[src/rtl/prog_seq_pkg.sv]
package prog_seq_pkg;
   localparam int SEL_W = 5;

   typedef enum logic [2:0] {
      OP_PCODE  = 3'd0,
      OP_VERIFY = 3'd1,
      OP_ENC    = 3'd2,
      OP_LOCK1  = 3'd3,
      OP_LOCK2  = 3'd4,
      OP_LOCK3  = 3'd5,
      OP_SIG    = 3'd6,
      OP_BAD    = 3'd7
   } op_e;

   typedef enum logic [2:0] {
      ST_IDLE, ST_SETUP, ST_VRAMP, ST_PULSE, ST_HOLD, ST_SETTLE, ST_RESP
   } st_e;

   function automatic logic op_writes(op_e op);
      return (op == OP_PCODE) || (op == OP_ENC) || (op == OP_LOCK1) ||
             (op == OP_LOCK2) || (op == OP_LOCK3);
   endfunction
endpackage

[src/rtl/prog_mode_pins.sv]
module prog_mode_pins
   import prog_seq_pkg::*;
(
   input  op_e              op,
   output logic [SEL_W-1:0] sel
);
   always_comb begin
      case (op)
         OP_PCODE:  sel = 5'b11110;
         OP_VERIFY: sel = 5'b11100;
         OP_ENC:    sel = 5'b10110;
         OP_LOCK1:  sel = 5'b11111;
         OP_LOCK2:  sel = 5'b00111;
         OP_LOCK3:  sel = 5'b01101;
         default:   sel = 5'b00000;
      endcase
   end
endmodule

[src/rtl/prog_phase_timer.sv]
module prog_phase_timer #(
   parameter int CW = 8
) (
   input  logic          clk,
   input  logic          rst_n,
   input  logic          restart,
   input  logic [CW-1:0] len,
   output logic          done
);
   logic [CW-1:0] cnt;

   assign done = ({1'b0, cnt} + {{CW{1'b0}}, 1'b1}) >= {1'b0, len};

   always_ff @(posedge clk or negedge rst_n) begin
      if (!rst_n)       cnt <= '0;
      else if (restart) cnt <= '0;
      else if (!done)   cnt <= cnt + 1'b1;
   end
endmodule

[src/rtl/prog_tclk_gen.sv]
module prog_tclk_gen #(
   parameter int HALF = 4
) (
   input  logic clk,
   input  logic rst_n,
   output logic tclk,
   output logic tclk_en
);
   localparam int HW = (HALF > 1) ? $clog2(HALF) : 1;

   always_ff @(posedge clk or negedge rst_n) begin
      if (!rst_n) tclk_en <= 1'b0;
      else        tclk_en <= 1'b1;
   end

   generate
      if (HALF == 1) begin : g_fast
         always_ff @(posedge clk or negedge rst_n) begin
            if (!rst_n) tclk <= 1'b0;
            else        tclk <= ~tclk;
         end
      end else begin : g_div
         logic [HW-1:0] cnt;
         always_ff @(posedge clk or negedge rst_n) begin
            if (!rst_n) begin
               cnt  <= '0;
               tclk <= 1'b0;
            end else if (cnt == HW'(HALF - 1)) begin
               cnt  <= '0;
               tclk <= ~tclk;
            end else begin
               cnt <= cnt + 1'b1;
            end
         end
      end
   endgenerate
endmodule

[src/rtl/prog_seq.sv]
module prog_seq
   import prog_seq_pkg::*;
#(
   parameter int ADDR_W    = 13,
   parameter int LO_W      = 8,
   parameter int DATA_W    = 8,
   parameter int CW        = 8,
   parameter int ENC_DEPTH = 64,
   parameter int SYS_HZ    = 48_000_000,
   parameter int TGT_HZ    = 6_000_000
) (
   input  logic                   clk,
   input  logic                   rst_n,
   input  logic                   cmd_valid,
   output logic                   cmd_ready,
   input  logic [2:0]             cmd_mode,
   input  logic [ADDR_W-1:0]      cmd_addr,
   input  logic [DATA_W-1:0]      cmd_data,
   input  logic [CW-1:0]          t_setup,
   input  logic [CW-1:0]          t_pulse,
   input  logic [CW-1:0]          t_hold,
   input  logic [CW-1:0]          t_settle,
   input  logic [DATA_W-1:0]      data_in,
   output logic                   tgt_clk,
   output logic                   tgt_clk_en,
   output logic [LO_W-1:0]        addr_lo,
   output logic [ADDR_W-LO_W-1:0] addr_hi,
   output logic [DATA_W-1:0]      data_out,
   output logic                   data_oe,
   output logic [SEL_W-1:0]       sel_pins,
   output logic                   tgt_rst,
   output logic                   tgt_psen,
   output logic                   prog_n,
   output logic                   vpp_req,
   output logic                   rsp_valid,
   output logic [DATA_W-1:0]      rsp_byte,
   output logic                   rsp_pass,
   output logic                   rsp_err
);
   localparam int HI_W = ADDR_W - LO_W;
   localparam int HALF = SYS_HZ / (2 * TGT_HZ);
   localparam int TGT_F = SYS_HZ / (2 * ((HALF > 0) ? HALF : 1));
   localparam logic [ADDR_W-1:0] ENC_LIM = ADDR_W'(ENC_DEPTH);

   generate
      if (HI_W < 1) begin : g_bad_split
         $error("ADDR_W must exceed LO_W");
      end
      if (ENC_DEPTH < 1 || ENC_DEPTH >= (1 << ADDR_W)) begin : g_bad_enc
         $error("ENC_DEPTH out of address range");
      end
      if (HALF < 1 || TGT_F < 4_000_000 || TGT_F > 6_000_000) begin : g_bad_clk
         $error("target clock outside 4..6 MHz");
      end
      if (CW < 1) begin : g_bad_cw
         $error("CW must be positive");
      end
   endgenerate

   st_e              st, nxt;
   op_e              op_q;
   logic [ADDR_W-1:0] addr_q;
   logic [DATA_W-1:0] data_q;
   logic [SEL_W-1:0]  sel_dec;
   logic [CW-1:0]     len;
   logic              done;
   logic              accept, bad, wr;

   assign accept = (st == ST_IDLE) && cmd_valid;
   assign bad    = (op_e'(cmd_mode) == OP_BAD) ||
                   ((op_e'(cmd_mode) == OP_ENC) && (cmd_addr >= ENC_LIM));
   assign wr     = op_writes(op_q);

   prog_mode_pins u_pins (.op(op_e'(cmd_mode)), .sel(sel_dec));

   prog_phase_timer #(.CW(CW)) u_tmr (
      .clk(clk), .rst_n(rst_n), .restart(nxt != st), .len(len), .done(done)
   );

   prog_tclk_gen #(.HALF(HALF)) u_tclk (
      .clk(clk), .rst_n(rst_n), .tclk(tgt_clk), .tclk_en(tgt_clk_en)
   );

   always_comb begin
      case (st)
         ST_SETUP, ST_VRAMP: len = t_setup;
         ST_PULSE:           len = t_pulse;
         ST_HOLD:            len = t_hold;
         ST_SETTLE:          len = t_settle;
         default:            len = '0;
      endcase
   end

   always_comb begin
      nxt = st;
      case (st)
         ST_IDLE:   if (cmd_valid) nxt = bad ? ST_RESP : ST_SETUP;
         ST_SETUP:  if (done) nxt = wr ? ST_VRAMP : ST_SETTLE;
         ST_VRAMP:  if (done) nxt = ST_PULSE;
         ST_PULSE:  if (done) nxt = ST_HOLD;
         ST_HOLD:   if (done) nxt = ST_SETTLE;
         ST_SETTLE: if (done) nxt = ST_RESP;
         ST_RESP:   nxt = ST_IDLE;
         default:   nxt = ST_IDLE;
      endcase
   end

   always_ff @(posedge clk or negedge rst_n) begin
      if (!rst_n) begin
         st       <= ST_IDLE;
         op_q     <= OP_VERIFY;
         addr_q   <= '0;
         data_q   <= '0;
         sel_pins <= 5'b11100;
         rsp_byte <= '0;
         rsp_pass <= 1'b0;
         rsp_err  <= 1'b0;
      end else begin
         st <= nxt;
         if (accept) begin
            rsp_err <= bad;
            if (bad) begin
               rsp_byte <= '0;
               rsp_pass <= 1'b0;
            end else begin
               op_q     <= op_e'(cmd_mode);
               addr_q   <= cmd_addr;
               data_q   <= cmd_data;
               sel_pins <= sel_dec;
            end
         end
         if (st == ST_SETTLE && done) begin
            if (wr) begin
               rsp_byte <= data_q;
               rsp_pass <= 1'b1;
            end else begin
               rsp_byte <= data_in;
               rsp_pass <= (op_q == OP_VERIFY) ? (data_in == data_q) : 1'b1;
            end
         end
      end
   end

   assign cmd_ready = (st == ST_IDLE);
   assign addr_lo   = addr_q[LO_W-1:0];
   assign addr_hi   = addr_q[ADDR_W-1:LO_W];
   assign data_out  = data_q;
   assign data_oe   = wr && (st != ST_IDLE) && (st != ST_RESP);
   assign vpp_req   = (st == ST_VRAMP) || (st == ST_PULSE) || (st == ST_HOLD);
   assign prog_n    = (st != ST_PULSE);
   assign rsp_valid = (st == ST_RESP);
   assign tgt_rst   = 1'b1;
   assign tgt_psen  = 1'b0;
endmodule

[config.mk]
export PLATFORM = sky130hd
export DESIGN_NAME = prog_seq
export DESIGN_NICKNAME = d
export VERILOG_FILES = /design/src/rtl/prog_seq_pkg.sv /design/src/rtl/prog_mode_pins.sv /design/src/rtl/prog_phase_timer.sv /design/src/rtl/prog_tclk_gen.sv /design/src/rtl/prog_seq.sv
export SDC_FILE = /design/constraint.sdc
export NUM_CORES = 1
export LEC_CHECK = 0
export BUFFER_PORTS_ARGS = -buffer_cell sky130_fd_sc_hd__buf_2
export CORE_AREA = 4 4 94 96
export DETAILED_ROUTE_END_ITERATION = 10
export DIE_AREA = 0 0 98 100
export GPL_TIMING_DRIVEN = 0
export PLACE_DENSITY_LB_ADDON = 0.1
export SETUP_SLACK_MARGIN = 0.1
export SYNTH_ARGS = -nofsm -noshare
export SYNTH_HDL_FRONTEND = slang
export SYNTH_SLANG_ARGS = --single-unit
[constraint.sdc]
create_clock -name clk -period 3.36 [get_ports clk]
set_input_delay 0.504 -clock clk [delete_from_list [all_inputs] [get_ports clk]]
set_output_delay 0.504 -clock clk [all_outputs]
set_load 0.01 [all_outputs]
======== After elaboration in Yosys (flattened, before gate mapping) ========
Cells that the tools add are included.
word-level totals
  register bits ........................... 54
  input bits .............................. 67
  output and inout bits ................... 45
  logic and storage cells ................. 86
operators by class
  add/sub/neg operators ................... 3
  magnitude comparators ................... 2
  eq/ne operators ......................... 23
  muxes and demuxes ....................... 23
  bitwise gates (word level) .............. 2
  reductions and logical operators ........ 21
operators by type and width
  kind                   number
  $mux W8                6
  $pmux W8 S4            1
  $pmux W5 S6            1
  $eq A3 B3 Y1 const B   8
  $mux W3                8
  $eq A3 B2 Y1 const B   6
  $pmux W3 S6            1
  $ge A13 B7 Y1 const B  1
  $add A8 B1 Y9 const B  1
  $eq A3 B1 Y1 const B   3
  $ge A9 B8 Y1           1
  $logic_not A3 Y1       3
  $add A8 B1 Y8 const B  1
  $eq A8 B8 Y1           1
  $logic_or A1 B1 Y1     7
  $logic_and A1 B1 Y1    5
  $mux W1                5
  $reduce_and A2 Y1      2
  $reduce_bool A2 Y1     2
  $ne A3 B2 Y1 const B   1
  $ne A3 B3 Y1           1
  $ne A3 B3 Y1 const B   1
  $reduce_bool A3 Y1     1
  $add A2 B1 Y2 const B  1
  5 further kinds        6

======== Longest topological paths before layout ========
Gate-level depths: netlist (run 1).
  depth in word-level cells ............... 10
  mapped depth ............................ 14
  depth with buffers taken out ............ 11

======== Hierarchy ========
Synthesis (run 1) repeated with hierarchy kept, for this count alone.
second synthesis, totals
  cells, all modules ...................... 292
  area total of the unflattened synthesis .. 3,124.2 µm²
modules (own cells, without submodules)
  module            instances  cells an instance  area each (µm²)  sequential area each (µm²)
  prog_seq          1          196                2,225.9          1,056.0
  prog_phase_timer  1          81                 723.2            200.2
  prog_tclk_gen     1          8                  128.9            100.1
  prog_mode_pins    1          7                  46.3             0.0

======== Least setup slack after synthesis (run 1) ========
No wires, ideal clock.
  path kind ............................... register to register
  start point ............................. reg st[0]
  end point ............................... reg st[2]
  library setup time ...................... 142 ps
  arrival time ............................ 2,871 ps
  data required time ...................... 3,218 ps
  setup slack ............................. 346 ps
  stages on the path, launching flop included .. 14
  buffers on the path ..................... 4
  clock period less this slack ............ 3,014 ps
  path through ............................ dfrtp_1 > buf_2 > buf_2 > clkbuf_1 > mux2i_1 > o22a_1 > ha_1 > a21oi_1 > nor2b_1 > or4_4 > buf_6 > or2_1 > o2111ai_1 > nand3_1
between the ends
  word-level cells in the longest chain between the ends .. 6
  elaborated cells on any way between the ends .. 15
  classes of those cells .................. order compare: 1; eq/ne: 5; mux: 7; reduce/logical: 2
RTL lines
  item                                          RTL line                        source
  start, declared                               prog_seq.sv:60                  st_e st, nxt;
  start signal, assigned                        prog_seq.sv:119                 st <= nxt;
  $eq A3 B2 Y1 or $eq A3 B1 Y1 (tied branches)  prog_seq.sv:85, prog_seq.sv:96
  $reduce_or A2 Y1                              prog_seq.sv:85                  case (st)
  $pmux W8 S4                                   prog_seq.sv:85
  $ge A9 B8 Y1                                  prog_phase_timer.sv:12          assign done = ({1'b0, cnt} + {{CW{1'b0}}, 1'b1}) >= {1'b0, len};
  $mux W3, on equally long branches             n/a
  $pmux W3 S6 *                                 prog_seq.sv:96                  case (st)
  net nxt[2]                                    prog_seq.sv:60
The timed path passes the listed nets; every way through them passes the cells marked *.
A chain may end at the register's enable or synchronous reset.

======== Final worst setup path (run 1) ========
Same ends and word-level chain as after synthesis.

==> reports/metrics.csv, run 1 <==
stage;metric;value;unit
routing;drt-initial-drc-count;137;
logic_synthesis;yosys_warnings;0;
routing;num_vias;2491;
power;totalPowerFinal;3.17;mW
setup_path;cp_max_fo;10;
sta;final.period_utilization;92.3;%
sta;setup_ws;0.259;ns
global_routing;grt_start_max_net_pins;55;
cts;h-tree-depth;2;
logic_synthesis;synth_area;0.00313;sq mm
global_routing;first_pass_grt_wire_length;12500;um
cts;clock_insertion_delay_worst_skew;0.30;ns
placement;placed_cell_area;0.00380;sq mm
die;fp-row-count;33;
logic_synthesis;most_common_flop_cell_mapped_by_yosys;sky130_fd_sc_hd__dfrtp_1;
sta;skew;0.00666;ns
die;design.core.area;0.00805;sq mm
cells_and_area;postLayoutCoreUtil;49.2;%
setup_path;critPathCaptureType;flop;
die;die_height;100;um
placement;placedCellCount;500;
outcome;run_status;finished clean;
global_routing;grt_pass1_vias;2502;
sta;report.final.setup_viol;0;
routing;detailedRoute.firstPassIterationCount;4;
sta;whs;0.102;ns
logic_synthesis;synthArstFlopShare;100;%
routing;viasPerCell;4.87;
logic_synthesis;synth_seq_cells;54;
cells_and_area;areaGrowthSynthToFinish;26.5;%
setup_path;critPathArrivalTime;3.26;ns
logic_synthesis;synth_enable_flop_cells;0;
cells_and_area;diodes;0;
setup_path;worst_ep_required_time;3.52;ns
routing;routed_wirelength;7390;um
sta;slew-limit-headroom;52.1;%
logic_synthesis;avg_inst_size_synth;10.9;sq um
cells_and_area;final_area;0.00396;sq mm
global_routing;grt.overflow.total;0;
logic_synthesis;synth_sequential_area_ratio;43.3;%
power;power.leakage;1.94;nW
cells_and_area;instances_no_fill;511;
logic_synthesis;synth-simple-area-share;13.8;%
placement;hpwl;5830;um
setup_path;critPathSlowestCell;sky130_fd_sc_hd__or4_4;
routing;post_drt_wl_per_cell;14.5;um
sta;timing.final.crit_period;3.10;ns
placement;dpl_worst_slack;-0.145;ns
sta;rsz0062_at_grt;no;
sta;finalHoldViolations;0;
cts;root_buffer;sky130_fd_sc_hd__clkbuf_8;
setup_path;cp_cell_sequence;clkbuf_4 > buf_6 > mux2_2 > a22oi_1 > o22a_1 > ha_1 > nand3_1 > nor2_1 > or4_4 > buf_6 > or2_1 > o2111ai_1 > nand3_1;
routing;remaining_drc_errors;0;
die;design.portCount;112;
global_routing;antenna_found_initial;0;
logic_synthesis;synth_top_family_by_area;multiplexers;
cts;cts_hold_repair.buffers;0;
run;max_cap_violations;0;
cts;worst_setup_hold_path_clk_slew;0.09;ns
setup_path;critPathTopFamily;simple AND/OR/NAND/NOR gates;
logic_synthesis;synth_instances;286;
setup_path;slowest_delay;0.42;ns
cts;numClockSinks;54;
logic_synthesis;synth-xor-area-share;5.32;%
worst_hold_path;holdCritPathClass;in -> async;
sta;tns;0;ns
logic_synthesis;post_synth_mux_area_share;19.9;%
setup_path;worst-r2r-cell-count;13;
cts;cts_tree;done;
logic_synthesis;synth_compound_gate_area_share;9.76;%
setup_path;worst-r2r-setup-slack;0.26;ns
setup_path;critical_path.reg2reg.startpoint;st[0];
global_routing;grt_use_total;15.5;%
setup_path;ws_path_type;reg -> reg;
setup_path;cp.buffers_inverters;3;
setup_path;worstSetupStartpointType;flop;
placement;gp_congestion;0.845;
cells_and_area;layout.nets;482;
die;die_area;0.00980;sq mm
cells_and_area;drive_above_1_share;44.3;%
die;die_width;98;um
routing;detail-route-antenna-nets;0;
sta;timing_worst_slew_pin_value;0.719;ns
die;initial_standard_cell_utilization_of_the_core;38.9;%
cts;cts_inserted_buffers;5;
cts;cts_max_path_buffers;2;
sta;slew_viol_final;0;
logic_synthesis;synth_adder_area_share;4.32;%
setup_path;reg2reg_to;st[2];
power;worst_ir_drop_on_vdd;0.409;mV
sta;achievable-frequency;322;MHz
logic_synthesis;synth.lib_cells_used.distinct;49;
placement;place.port_buffers;108;
power;power-per-cell-area;801;mW/mm^2
worst max path at each step:
| stage | start | endpoint | slack, ns | cells past startpoint |
|---|---|---|---|---|
| 5_1_grt | st[0] | u_tmr.cnt[2] | 0.12 | 14 |
| 4_1_cts | st[0] | st[2] | 0.16 | 13 |
| 3_3_place_gp | st[0] | st[2] | -0.05 | 13 |
| 3_5_place_dp | st[0] | rsp_byte[4] | -0.15 | 12 |
| 2_1_floorplan | st[0] | st[2] | 0.35 | 13 |
| 6_report | st[0] | st[2] | 0.26 | 13 |
cell usage in the layout (no fill, tap or decap), drive strengths merged, types with 3 or more instances in the layout:
cell type,netlist,routed
a22oi,8,8
o22a,7,7
mux2,33,33
a21oi,7,7
nand2,29,29
xor2,12,12
clkbuf,7,15
nand3,12,12
and3,4,4
dfstp,4,4
mux2i,25,25
nor2b,3,3
conb,2,3
nor3,7,7
buf,11,121
dfrtp,50,50
nor4,6,6
o21ai,9,9
xnor2,7,7
ha,10,10
nor2,11,11
where the power goes:
part / internal, mW / leakage, nW / switching [mW]
sequential: 0.925 / 0.670 / 0.173
clock: 0.223 / 0.0524 / 0.199
combinational: 0.786 / 1.22 / 0.866
total: 1.93 / 1.94 / 1.24
synth_stat cells (4+ instances only):
cell                       count  area share (%)
sky130_fd_sc_hd__clkbuf_1      7            0.84
sky130_fd_sc_hd__a21oi_1       6            0.96
sky130_fd_sc_hd__mux2_2       33              12
sky130_fd_sc_hd__nor4_1        5             1.0
sky130_fd_sc_hd__dfrtp_1      50              40
sky130_fd_sc_hd__o22a_1        7             2.0
sky130_fd_sc_hd__nand2_1      28             3.4
sky130_fd_sc_hd__xor2_1       12             3.4
sky130_fd_sc_hd__ha_1         10             4.0
sky130_fd_sc_hd__a22oi_1       8             1.9
sky130_fd_sc_hd__xnor2_1       7             2.0
sky130_fd_sc_hd__buf_2         6            0.96
sky130_fd_sc_hd__dfstp_2       4             3.4
sky130_fd_sc_hd__nor2_1        9             1.1
sky130_fd_sc_hd__o21ai_0       8             1.3
sky130_fd_sc_hd__nor3_1        6            0.96
sky130_fd_sc_hd__nand3_1      10             1.6
sky130_fd_sc_hd__mux2i_1      25             8.0
area by class of cell:
type | count | area, sq um
fillers | 783 | 4090
multi-input cells | 213 | 1670
flip-flops and latches | 54 | 1360
repair buffers | 111 | 576
well taps | 105 | 131
plain buffers | 18 | 111
clock buffers | 7 | 76.3
clock inverters | 1 | 30.0
inverters | 2 | 7.51
kinds of logic after synthesis:
kind of cell	count (synthesis)
buffers and inverters	20
and+or+nand+nor	81
adders and majority gates	11
DFF	54
AOI/OAI and AO/OA	41
other	2
xor gates and xnor gates	19
muxes	58
sequential cells by signal (all words and copies together), names as in the netlist:
register and count:
addr_q 13, rsp_pass 1, u_tclk.g_div.cnt 2, st 3, data_out 8, sel_pins 5, op_q 3, rsp_byte 8
u_tclk.tclk_en 1, u_tmr.cnt 8, u_tclk.tclk 1, rsp_err 1
layer usage:
metal  share of wire, %  vias to the layer above  GRT usage [%]
li1                   -                     1259              -
met1                 47                     1144           21.6
met4               0.97                        0           3.83
met5                  0                        -              0
met3                8.0                        6           4.86
met2                 44                       82           23.7
what timing repair did:
action | 4_1_cts | 5_1_grt
endpoints found under the hold margin | 0 | 0
endpoints found under the setup margin | 20 | 6
resized for setup | 3 | 4
buffers inserted | 2 | 0
pin swaps | 1 | 0
Power figures use the tool's default switching activity.
==> inputs of run 2 (changes only) <==
==> constraint.sdc (replaced) <==
create_clock -name clk -period 2.7 [get_ports clk]
set_input_delay 0.405 -clock clk [delete_from_list [all_inputs] [get_ports clk]]
set_output_delay 0.405 -clock clk [all_outputs]
set_load 0.01 [all_outputs]
==> run 2 against run 1 <==
Compared with the run above:
- the flow now finishes with violations (negative setup slack)
- combinational power up 54%
- register-to-register slack worse by 0.41 ns
- sequential power up 25%
- global-route usage up 0.46 points
- final area up 9.1%
- clock power up 29%
==> reports/metrics.csv, run 2 (synthesis results as in run 1) <==
stage;metric;value;unit
cells_and_area;layout.nets;498;
sta;achievable-frequency;351;MHz
sta;setup_ws;-0.152;ns
setup_path;worst-r2r-setup-slack;-0.15;ns
setup_path;critPathArrivalTime;3.04;ns
cts;h-tree-depth;2;
sta;timing_worst_slew_pin_value;1.20;ns
placement;place.port_buffers;108;
die;fp-row-count;33;
cts;clock_insertion_delay_worst_skew;0.31;ns
die;design.portCount;112;
cells_and_area;final_area;0.00432;sq mm
sta;report.final.setup_viol;20;
sta;slew-limit-headroom;20.1;%
die;die_area;0.00980;sq mm
sta;timing.final.crit_period;2.85;ns
cells_and_area;fill_count;733;
routing;detailedRoute.firstPassIterationCount;4;
outcome;run_status;complete, but fails checks;
global_routing;grt.overflow.total;0;
sta;final.period_utilization;106;%
cells_and_area;layout_common_cells;113 x sky130_fd_sc_hd__buf_2, 49 x sky130_fd_sc_hd__dfrtp_1, 31 x sky130_fd_sc_hd__mux2_2;
global_routing;first_pass_grt_wire_length;12800;um
routing;drt-initial-drc-count;104;
cells_and_area;postLayoutCoreUtil;53.6;%
sta;slew_viol_final;0;
cells_and_area;areaGrowthSynthToFinish;38.0;%
routing;wire_length_on_met3;657;um
global_routing;grt_start_max_net_pins;55;
global_routing;grt_pass1_vias;2678;
worst_hold_path;holdCritPathClass;in -> reg;
cells_and_area;final_common_cell;sky130_fd_sc_hd__buf_2;
die;die_height;100;um
routing;detail-route-antenna-nets;0;
cells_and_area;largest_register;addr_q;
outcome;violated_checks;negative setup slack;
routing;viasPerCell;4.98;
cells_and_area;diodes;0;
setup_path;cp_max_fo;9;
placement;gp_congestion;0.791;
cts;root_buffer;sky130_fd_sc_hd__clkbuf_8;
sta;tns;-2.43;ns
global_routing;antenna_found_initial;0;
setup_path;ws_path_type;reg -> reg;
setup_path;worstSetupStartpointType;flop;
routing;wl_met1;3500;um
cts;cts_max_path_buffers;2;
power;worst_ir_drop_on_vdd;0.537;mV
die;design.core.area;0.00805;sq mm
routing;num_vias;2627;
cts;cts_inserted_buffers;5;
power;power-per-cell-area;1030;mW/mm^2
cts;worst_setup_hold_path_clk_slew;0.10;ns
run;max_cap_violations;0;
die;initial_standard_cell_utilization_of_the_core;38.9;%
sta;finalHoldViolations;0;
sta;rsz0062_at_grt;yes;
routing;remaining_drc_errors;0;
routing;routed_wirelength;8020;um
die;die_width;98;um
cts;cts_tree;done;
global_routing;grt_use_total;16.0;%
placement;placed_cell_area;0.00387;sq mm
cts;cts_hold_repair.buffers;0;
placement;hpwl;5880;um
routing;detailroute.wirelength.met2;3810;um
cells_and_area;drive_above_1_share;55.0;%
sta;skew;0.00774;ns
setup_path;worst_ep_required_time;2.89;ns
routing;topRoutingLayerUsed;met4;
routing;post_drt_wl_per_cell;15.2;um
power;power.leakage;2.07;nW
cts;numClockSinks;54;
cells_and_area;max_ffs_per_register;13;
setup_path;critPathCaptureType;flop;
## run 2: cell types whose count changed in the layout (fill, tap and decap cells not counted), sizes merged
cell / delta
clkinvlp: +2
clkbuf: -6
buf: +20
## run 2: where the power goes
part | switching, mW | leakage (nW) | internal (mW) | total (mW)
clock network | 0.267 | 0.0504 | 0.276 | 0.544
logic | 1.26 | 1.35 | 1.29 | 2.54
registers | 0.221 | 0.669 | 1.15 | 1.37
## run 2: what timing repair did
item | 4_1_cts | 5_1_grt
gates cloned | 1 | 0
pin swaps | 11 | 14
gates resized for setup | 27 | 17
endpoints found under the setup margin | 21 | 20
buffers inserted | 12 | 6
## run 2: through the flow
step | instances | power, mW | worst slack (ns) | hold slack [ns]
3_5_place_dp | 500 | 3.54 | -0.389 | 0.426
5_1_grt | 527 | 4.83 | -0.272 | 0.307
4_1_cts | 521 | 4.36 | -0.190 | 0.308
6_report | 527 | 4.46 | -0.152 | 0.319
2_1_floorplan | 287 | 2.87 | -0.00599 | 0.109
3_3_place_gp | 500 | 3.49 | -0.328 | 0.416
## run 2: area by class of cell
type	instances	area [sq um]	area share, %
Clock buffer	5	68.8	1.59
Clock inverter	3	45.0	1.04
Timing Repair Buffer	127	703	16.3
Sequential cell	54	1360	31.4
Tap cell	105	131	3.04
Inverter	2	7.51	0.174
Multi-Input combinational cell	213	1860	43.0
Buffer	18	149	3.45
## run 2: critical path, stage by stage, from the launching register on
cell and delay [ns]:
sky130_fd_sc_hd__dfrtp_1 0.38, sky130_fd_sc_hd__buf_6 0.14, sky130_fd_sc_hd__buf_12 0.13, sky130_fd_sc_hd__mux2_4 0.30
sky130_fd_sc_hd__a22oi_2 0.13, sky130_fd_sc_hd__o22a_1 0.20, sky130_fd_sc_hd__ha_4 0.21, sky130_fd_sc_hd__nor2b_1 0.12
sky130_fd_sc_hd__or4_4 0.48, sky130_fd_sc_hd__buf_8 0.15, sky130_fd_sc_hd__o21ai_4 0.18, sky130_fd_sc_hd__nor2_4 0.06
sky130_fd_sc_hd__buf_12 0.14, sky130_fd_sc_hd__mux2i_1 0.11
## run 2: path summary, 6_finish.rpt
path,startpoint,end,cells past startpoint
setup reg to reg,st[0],rsp_byte[2],13
max in group asynchronous,rst_n,u_tmr.cnt[0],1
hold reg to reg,u_tclk.g_div.cnt[0],u_tclk.g_div.cnt[0],1
hold / removal,cmd_addr[2],addr_q[2],2
min in group asynchronous,rst_n,u_tclk.tclk_en,1
setup / recovery,st[0],rsp_byte[2],13
## run 2: metal layers
layer	global-route usage [%]	vias to the layer above
li1	-	1285
met1	21.4	1246
met5	0	-
met4	3.41	0
met2	25.9	91
met3	4.52	5
